$ cat src/rtl/m2m_pkg.sv
package m2m_pkg;

   typedef enum logic [3:0] {
      ST_IDLE = 4'd0,
      ST_R1   = 4'd1,
      ST_R2   = 4'd2,
      ST_R3   = 4'd3,
      ST_R4   = 4'd4,
      ST_W1   = 4'd5,
      ST_W2   = 4'd6,
      ST_W3   = 4'd7,
      ST_W4   = 4'd8
   } m2m_state_e;

   function automatic logic is_read_phase(m2m_state_e s);
      return (s == ST_R1) || (s == ST_R2) || (s == ST_R3) || (s == ST_R4);
   endfunction

   function automatic logic is_write_phase(m2m_state_e s);
      return (s == ST_W1) || (s == ST_W2) || (s == ST_W3) || (s == ST_W4);
   endfunction

endpackage

$ cat src/rtl/m2m_fsm.sv
module m2m_fsm
   import m2m_pkg::*;
(
   input  logic       clk,
   input  logic       rst_n,
   input  logic       start,
   input  logic       ready,
   input  logic       eop_n,
   output m2m_state_e state_o,
   output logic       launch_o,
   output logic       done_o,
   output logic       term_o
);

   m2m_state_e state_q, state_d;
   logic       eop_seen_q;
   logic       stop_now;
   logic       done_q;
   logic       term_q;

   // end-of-process seen anywhere in this word, including the current cycle
   assign stop_now = eop_seen_q || !eop_n;

   assign launch_o = ((state_q == ST_IDLE) && start) ||
                     ((state_q == ST_W4) && start && !stop_now);

   always_comb begin
      state_d = state_q;
      unique case (state_q)
         ST_IDLE: if (start) state_d = ST_R1;
         ST_R1:   state_d = ST_R2;
         ST_R2:   state_d = ST_R3;
         ST_R3:   state_d = ready ? ST_R3 : ST_R4;
         ST_R4:   state_d = ST_W1;
         ST_W1:   state_d = ST_W2;
         ST_W2:   state_d = ST_W3;
         ST_W3:   state_d = ready ? ST_W3 : ST_W4;
         ST_W4:   state_d = (start && !stop_now) ? ST_R1 : ST_IDLE;
         default: state_d = ST_IDLE;
      endcase
   end

   always_ff @(posedge clk or negedge rst_n) begin
      if (!rst_n) begin
         state_q    <= ST_IDLE;
         eop_seen_q <= 1'b0;
         done_q     <= 1'b0;
         term_q     <= 1'b0;
      end else begin
         state_q <= state_d;
         done_q  <= (state_q == ST_W4);
         if (state_q == ST_IDLE)
            eop_seen_q <= 1'b0;
         else if (!eop_n)
            eop_seen_q <= 1'b1;
         if (state_q == ST_W4)
            term_q <= stop_now;
         else if ((state_q == ST_IDLE) && start)
            term_q <= 1'b0;
      end
   end

   assign state_o = state_q;
   assign done_o  = done_q;
   assign term_o  = term_q;

   // the terminate flag is only ever visible while idle
   p_term_idle_r9: assert property (@(posedge clk) disable iff (!rst_n)
      term_q |-> (state_q == ST_IDLE));

   // done lasts a single cycle
   p_done_pulse_r7: assert property (@(posedge clk) disable iff (!rst_n)
      done_q |=> !done_q);

   // W1 is only ever entered from R4
   p_w1_after_r4_r5: assert property (@(posedge clk) disable iff (!rst_n)
      (state_q == ST_W1) |-> ($past(state_q) == ST_R4));

   // mid-transfer states never jump back to R1
   p_no_restart_r8: assert property (@(posedge clk) disable iff (!rst_n)
      (state_q inside {ST_R1, ST_R2, ST_R3, ST_R4, ST_W1, ST_W2, ST_W3})
      |=> (state_q != ST_R1));

endmodule

$ cat src/rtl/m2m_datapath.sv
module m2m_datapath
   import m2m_pkg::*;
#(
   parameter int AW         = 16,
   parameter int DW         = 8,
   parameter bit HOLD_WDATA = 1'b0
) (
   input  logic          clk,
   input  logic          rst_n,
   input  m2m_state_e    state,
   input  logic          launch,
   input  logic [AW-1:0] src_addr,
   input  logic [AW-1:0] dst_addr,
   input  logic [DW-1:0] rdata,
   output logic [AW-1:0] addr,
   output logic [DW-1:0] wdata
);

   logic [AW-1:0] src_q;
   logic [AW-1:0] dst_q;
   logic [DW-1:0] hold_q;

   always_ff @(posedge clk or negedge rst_n) begin
      if (!rst_n) begin
         src_q  <= '0;
         dst_q  <= '0;
         hold_q <= '0;
      end else begin
         if (launch) begin
            src_q <= src_addr;
            dst_q <= dst_addr;
         end
         if (state == ST_R4)
            hold_q <= rdata;
      end
   end

   always_comb begin
      if (is_read_phase(state))
         addr = src_q;
      else if (is_write_phase(state))
         addr = dst_q;
      else
         addr = '0;
   end

   generate
      if (HOLD_WDATA) begin : g_wdata_hold
         assign wdata = hold_q;
      end else begin : g_wdata_gated
         assign wdata = (state == ST_W3) ? hold_q : '0;
      end
   endgenerate

   // the holding register takes the word present during R4
   p_hold_capture_r4: assert property (@(posedge clk) disable iff (!rst_n)
      (state == ST_R4) |=> (hold_q == $past(rdata)));

   // the source address stays put through the read phase
   p_src_stable_r2: assert property (@(posedge clk) disable iff (!rst_n)
      ((state inside {ST_R2, ST_R3, ST_R4}) && (addr != '0)) |-> $stable(src_q));

endmodule

$ cat src/rtl/m2m_strobe.sv
module m2m_strobe
   import m2m_pkg::*;
(
   input  logic       clk,
   input  logic       rst_n,
   input  m2m_state_e state,
   input  logic       ready,
   output logic       mem_rd_n,
   output logic       mem_wr_n
);

   assign mem_rd_n = (state != ST_R3);
   assign mem_wr_n = (state != ST_W3);

   // the two strobes are mutually exclusive
   p_strobe_excl_r6: assert property (@(posedge clk) disable iff (!rst_n)
      !(!mem_rd_n && !mem_wr_n));

   // read strobe held while the memory waits
   p_rd_stretch_r3: assert property (@(posedge clk) disable iff (!rst_n)
      (!mem_rd_n && ready) |=> !mem_rd_n);

   // read strobe released once the memory is ready
   p_rd_release_r3: assert property (@(posedge clk) disable iff (!rst_n)
      (!mem_rd_n && !ready) |=> mem_rd_n);

   // write strobe held while the memory waits, then released
   p_wr_stretch_r5: assert property (@(posedge clk) disable iff (!rst_n)
      (!mem_wr_n && ready) |=> !mem_wr_n);

   p_wr_release_r5: assert property (@(posedge clk) disable iff (!rst_n)
      (!mem_wr_n && !ready) |=> mem_wr_n);

endmodule

$ cat src/rtl/m2m_xfer_seq.sv
module m2m_xfer_seq
   import m2m_pkg::*;
#(
   parameter int AW         = 16,
   parameter int DW         = 8,
   parameter bit HOLD_WDATA = 1'b0
) (
   input  logic          clk,
   input  logic          rst_n,
   input  logic          start,
   input  logic [AW-1:0] src_addr,
   input  logic [AW-1:0] dst_addr,
   input  logic [DW-1:0] rdata,
   input  logic          ready,
   input  logic          eop_n,
   output logic [AW-1:0] addr,
   output logic          mem_rd_n,
   output logic          mem_wr_n,
   output logic [DW-1:0] wdata,
   output logic          done,
   output logic          term
);

   generate
      if (AW < 1 || AW > 64) begin : g_bad_aw
         $error("m2m_xfer_seq: AW must lie in 1..64");
      end
      if (DW < 1 || DW > 256) begin : g_bad_dw
         $error("m2m_xfer_seq: DW must lie in 1..256");
      end
   endgenerate

   m2m_state_e state;
   logic       launch;

   m2m_fsm u_fsm (
      .clk      (clk),
      .rst_n    (rst_n),
      .start    (start),
      .ready    (ready),
      .eop_n    (eop_n),
      .state_o  (state),
      .launch_o (launch),
      .done_o   (done),
      .term_o   (term)
   );

   m2m_datapath #(
      .AW         (AW),
      .DW         (DW),
      .HOLD_WDATA (HOLD_WDATA)
   ) u_dp (
      .clk      (clk),
      .rst_n    (rst_n),
      .state    (state),
      .launch   (launch),
      .src_addr (src_addr),
      .dst_addr (dst_addr),
      .rdata    (rdata),
      .addr     (addr),
      .wdata    (wdata)
   );

   m2m_strobe u_stb (
      .clk      (clk),
      .rst_n    (rst_n),
      .state    (state),
      .ready    (ready),
      .mem_rd_n (mem_rd_n),
      .mem_wr_n (mem_wr_n)
   );

   // done follows the write strobe's release
   p_done_after_wr_r7: assert property (@(posedge clk) disable iff (!rst_n)
      done |-> mem_wr_n && mem_rd_n || (state == ST_R1));

   // idle keeps both strobes inactive
   p_idle_quiet_r6: assert property (@(posedge clk) disable iff (!rst_n)
      (state == ST_IDLE) |-> (mem_rd_n && mem_wr_n && addr == '0));

endmodule

$ cat config.mk
export PLATFORM = sky130hd
export DESIGN_NAME = m2m_xfer_seq
export DESIGN_NICKNAME = d
export VERILOG_FILES = /design/src/rtl/m2m_pkg.sv /design/src/rtl/m2m_fsm.sv /design/src/rtl/m2m_datapath.sv /design/src/rtl/m2m_strobe.sv /design/src/rtl/m2m_xfer_seq.sv
export SDC_FILE = /design/constraint.sdc
export NUM_CORES = 1
export LEC_CHECK = 0
export BUFFER_PORTS_ARGS = -buffer_cell sky130_fd_sc_hd__buf_2
export CAP_MARGIN = 15
export CORE_UTILIZATION = 55
export DETAILED_ROUTE_END_ITERATION = 6
export MAX_ROUTING_LAYER = met4
export PLACE_DENSITY = 0.88
export SETUP_SLACK_MARGIN = 0.2
export SYNTH_ARGS = -nofsm -noshare
export SYNTH_HDL_FRONTEND = slang
export SYNTH_HIERARCHICAL = 1
export SYNTH_SLANG_ARGS = --single-unit
export TNS_END_PERCENT = 1
$ cat constraint.sdc
create_clock -name clk -period 3.8 [get_ports clk]
set_input_delay 0.76 -clock clk [delete_from_list [all_inputs] [get_ports clk]]
set_output_delay 0.76 -clock clk [all_outputs]
set_load 0.02 [all_outputs]
Word level (Yosys, flattened, before mapping)
Cells that the tools add are included.
{"block": "totals", "regBits": 47, "input_bits": 45, "out_inout_bits": 28, "word_cells": 47}
{"block": "classes", "eq_ne": 12, "muxes": 12, "reduce_logical": 16}
{"operator": "$pmux 4 s9", "count": 1}
{"operator": "$mux 16", "count": 2}
{"operator": "$eq 4x3->1 const B", "count": 4}
{"operator": "$eq 4x2->1 const B", "count": 2}
{"operator": "$logic_or 1x1->1", "count": 8}
{"operator": "$mux 4", "count": 2}
{"operator": "$mux 8", "count": 1}
{"operator": "$mux 1", "count": 5}
{"operator": "$eq 4x1->1 const B", "count": 1}
{"operator": "$eq 4x4->1 const B", "count": 1}
{"operator": "$logic_and 1x1->1", "count": 4}
{"operator": "$logic_not 4->1", "count": 1}
{"operator": "$ne 4x2->1 const B", "count": 1}
{"operator": "$ne 4x3->1 const B", "count": 1}
{"operator": "$mux 3", "count": 1}
{"operator": "$logic_not 1->1", "count": 2}
{"operator": "$ne 2x1->1 const B", "count": 1}
{"operator": "$ne 2x2->1 const B", "count": 1}
{"operator": "$reduce_bool 2->1", "count": 1}

Longest topological paths before layout
{"block": "depth", "word_depth": 6, "ltp_mapped": 7, "mapped_depth_nobuf": 5}

By module
The synthesis kept the hierarchy.
{"module": "m2m_datapath", "n_inst": 1, "cells_per_inst": 186, "area_per_inst_um2": 2054.5, "seq_area_each_um2": 1001.0}
{"module": "m2m_fsm", "n_inst": 1, "cells_per_inst": 26, "area_per_inst_um2": 304.0, "seq_area_each_um2": 175.2}
{"module": "m2m_strobe", "n_inst": 1, "cells_per_inst": 2, "area_per_inst_um2": 20.0, "seq_area_each_um2": 0.0}

Least setup slack after synthesis
Ideal clock, no wire load.
{"block": "synth_path", "kind": "register -> output", "start": "reg u_fsm.state_q[1] (netlist: u_fsm/state_o[1])", "end": "out addr[5]", "t_arrival_ns": 1.555, "required_ns": 3.040, "path_slack_ns": 1.485, "stages_incl_launch_ff": 5, "path_cell_list": "dfrtp_1 -> nor2_4 -> buf_2 -> mux2i_1 -> o221ai_1"}
{"block": "synth_between", "elab_chain_cells": 6}
{"element": "start, declared", "line_no": "m2m_fsm.sv:15", "source": "m2m_state_e state_q, state_d;"}
{"element": "start signal, assigned", "line_no": "m2m_fsm.sv:50", "source": "state_q <= state_d;"}
{"element": "$eq 4x3->1", "line_no": "m2m_pkg.sv:20", "source": "return (s == ST_W1) || (s == ST_W2) || (s == ST_W3) || (s == ST_W4);"}
{"element": "$logic_or 1x1->1 (3 in series)", "line_no": "m2m_pkg.sv:20"}
{"element": "$mux 16", "line_no": "m2m_datapath.sv:41", "source": "else if (is_write_phase(state))"}
{"element": "$mux 16 *", "line_no": "m2m_datapath.sv:39", "source": "if (is_read_phase(state))"}
{"element": "end, declared", "line_no": "m2m_xfer_seq.sv:16", "source": "output logic [AW-1:0] addr,"}
Mark *: on every way between the ends. The rest lies on a longest branch, timed or not.

Worst setup path in the final report
{"block": "layout_path", "start": "reg u_fsm.state_q[1] (netlist: u_fsm/state_o[1])", "end": "out addr[0]"}
The elaborated chain is that of the path after synthesis.

==> impl_metrics.env <==
export IMPL_status="finished, final reports clean"
export IMPL_ant_nets=0
export IMPL_vias=1800
export IMPL_rsz0062_at_grt="no"
export IMPL_drc_errors=0
export IMPL_drive_gt1_frac=0.430
export IMPL_syn_num_nets=259
export IMPL_setup_viol=0
export IMPL_cts_made_buffers=5
export IMPL_critical_path_slowest_cell="or3_1"
export IMPL_die_w_um=67.8
export IMPL_track_usage=0.224
export IMPL_place_hpwl_um=3210
export IMPL_rows=23
export IMPL_grt_pass1_vias=1717
export IMPL_ios=73
export IMPL_path_class="reg -> out"
export IMPL_irDropWorstVdd_uv=389
export IMPL_final_cell_mix="buf_2 (72), dfrtp_1 (47), nand2_1 (35)"
export IMPL_portBuffers=72
export IMPL_cts_sinks=47
export IMPL_die_h_um=67.8
export IMPL_cp_required_ns=3.04
export IMPL_postCtsSetupRepairBufs=0
export IMPL_initial_utilization=0.582
export IMPL_period_share=0.771
export IMPL_ctsHoldBuffers=0
export IMPL_clkLatencyLatePin_ns=0.29
export IMPL_antenna_found_initial=0
export IMPL_wire_per_inst_um=14.1
export IMPL_cts_buffer_depth=2
export IMPL_finClkSkew_ns=0.00488
export IMPL_overflow=0
export IMPL_grt_max_degree=49
export IMPL_hold_violations=0
export IMPL_maxCapViolCount=0
export IMPL_final_nets=329
export IMPL_finalMaxSlewViolations=0
export IMPL_p_leak_nw=1.31
export IMPL_cts_root_buffer="clkbuf_8"
export IMPL_holdCritPathClass="reg -> reg"
export IMPL_syn_avg_cell_area_um2=11.1
export IMPL_synth_warnings=6
export IMPL_finalWirelength_um=4700
export IMPL_ys_seq_area_frac=0.494
export IMPL_postCtsResizedCells=0
export IMPL_synthCells=214
export IMPL_async_flop_share=1.00
export IMPL_gp_congestion=0.745
export IMPL_relSlewSlack=0.312
export IMPL_synth_area_mm2=0.00238
export IMPL_cpPeakStageDelay_ns=0.65
export IMPL_critPathCaptureType="primary output"
export IMPL_clk_pin_slew_ns=0.08
export IMPL_viasPerCell=5.39
export IMPL_ys_flop_type="dfrtp_1"
export IMPL_netlist_cell_type_count=32
export IMPL_fp_coreArea_mm2=0.00409
export IMPL_drtIter0Drc=91
export IMPL_drt_pass1_iterations=4
export IMPL_synth_edf_count=0
export IMPL_setup_tns_ns=0
export IMPL_cp_cell_sequence="nor2_4 -> or3_1 -> o221ai_1 -> buf_2"
export IMPL_cts_tree="yes"
export IMPL_power_density_mw_per_mm2=869
export IMPL_syn2layout_area_growth_pct=20.3
export IMPL_fmax_mhz=341
export IMPL_h_tree_depth=2
export IMPL_finalCriticalPeriod_ns=2.93
export IMPL_die_area_mm2=0.00459
export IMPL_tightest_slew_ns=1.03
export IMPL_p_total_w=0.00249
export IMPL_ys_ff_latch=47
export IMPL_num_antenna_cells=0
export IMPL_arrival_ns=2.17
export IMPL_cp_start_kind="register"
export IMPL_grt_pass1_wl_um=7470
export IMPL_cp_max_fo=16
export IMPL_final_common_cell="buf_2"
## kinds of logic (layout without fill, tap and decap cells)
group	Yosys count	in the layout	synth area share
multiplexers	40	40	0.181
XOR/XNOR	1	1	0.00368
AO/OA/AOI/OAI	38	38	0.138
buffers and inverters	28	98	0.0494
flip-flops	47	47	0.494
AND/OR/NAND/NOR	60	60	0.134
## worst max-delay path, delay by kind of cell, from the launching register on
kind / cells / cell delay (ns)
buffers and inverters: 1 / 0.21
AND/OR/NAND/NOR: 2 / 0.72
flip-flops: 1 / 0.63
AO/OA/AOI/OAI: 1 / 0.33
## path summary, 6_finish.rpt
path | from | to | slack, ns | cells after the start
max in group asynchronous | rst_n | u_fsm/state_o[3]$_DFFE_PN0P_ | 2.52 | 1
min in group asynchronous | rst_n | u_dp/hold_q[3]$_DFFE_PN0P_ | 0.65 | 1
min reg2reg | u_fsm/term_o$_DFFE_PN0P_ | u_fsm/term_o$_DFFE_PN0P_ | 0.51 | 1
min | u_fsm/term_o$_DFFE_PN0P_ | u_fsm/term_o$_DFFE_PN0P_ | 0.51 | 1
max | u_fsm/state_o[1]$_DFFE_PN0P_ | addr[0] | 0.87 | 4
max reg2reg | u_fsm/state_o[0]$_DFFE_PN0P_ | u_dp/dst_q[6]$_DFFE_PN0P_ | 1.56 | 3
## layer usage
metal  global-route usage  wire, um  part of all wire
met1                0.277      2150              0.46
met2                0.354      2320              0.49
met3               0.0422       167             0.036
met4                0.104        64             0.014
met5                    -         0                 0
## cells in the mapped netlist (2+ instances only)
master	n	area [um^2]
nand2_1	35	131
and2_1	8	50.1
o21ai_0	17	85.1
mux2_2	24	270
nand2b_1	2	12.5
buf_2	4	20.0
mux2i_1	16	160
clkbuf_1	6	22.5
o221ai_2	10	150
inv_1	17	63.8
nor2_1	2	7.51
o221ai_1	6	52.6
dfrtp_1	47	1180
nor3_2	2	20.0
## final cells by class
| cell class | count | area, um^2 |
|---|---|---|
| flip-flops and latches | 47 | 1180 |
| inverters | 17 | 63.8 |
| well taps | 50 | 62.6 |
| fillers | 319 | 1230 |
| repair buffers | 74 | 375 |
| multi-input cells | 139 | 1090 |
| clock inverters | 1 | 5.00 |
| clock buffers | 6 | 82.6 |
## registers in the layout (all words and copies together), names as in the netlist
signal            flops
u_dp/dst_q           16
u_dp/src_q           16
u_dp/hold_q           8
u_fsm/state_o         4
u_fsm/done_o          1
u_fsm/eop_seen_q      1
u_fsm/term_o          1
## stage by stage
stage	utilization	cell area [um^2]	hold WS [ns]	cells	worst slack (ns)
floorplan	-	2380	0.464	214	1.49
global route	0.700	2860	0.529	334	0.732
detailed placement	0.679	2770	0.488	327	1.18
CTS	0.700	2860	0.510	334	0.857
finish	0.700	2860	0.506	334	0.872
global placement	0.679	2770	0.482	327	1.20
## power by group
part / internal, W / total, W / switching [W] / leakage (nW)
logic: 0.000543 / 0.00126 / 0.000718 / 0.694
registers: 0.000742 / 0.000930 / 0.000188 / 0.568
clock network: 0.000143 / 0.000295 / 0.000152 / 0.0470
total: 0.00143 / 0.00249 / 0.00106 / 1.31
No activity file was read; power rests on OpenSTA's default activity.
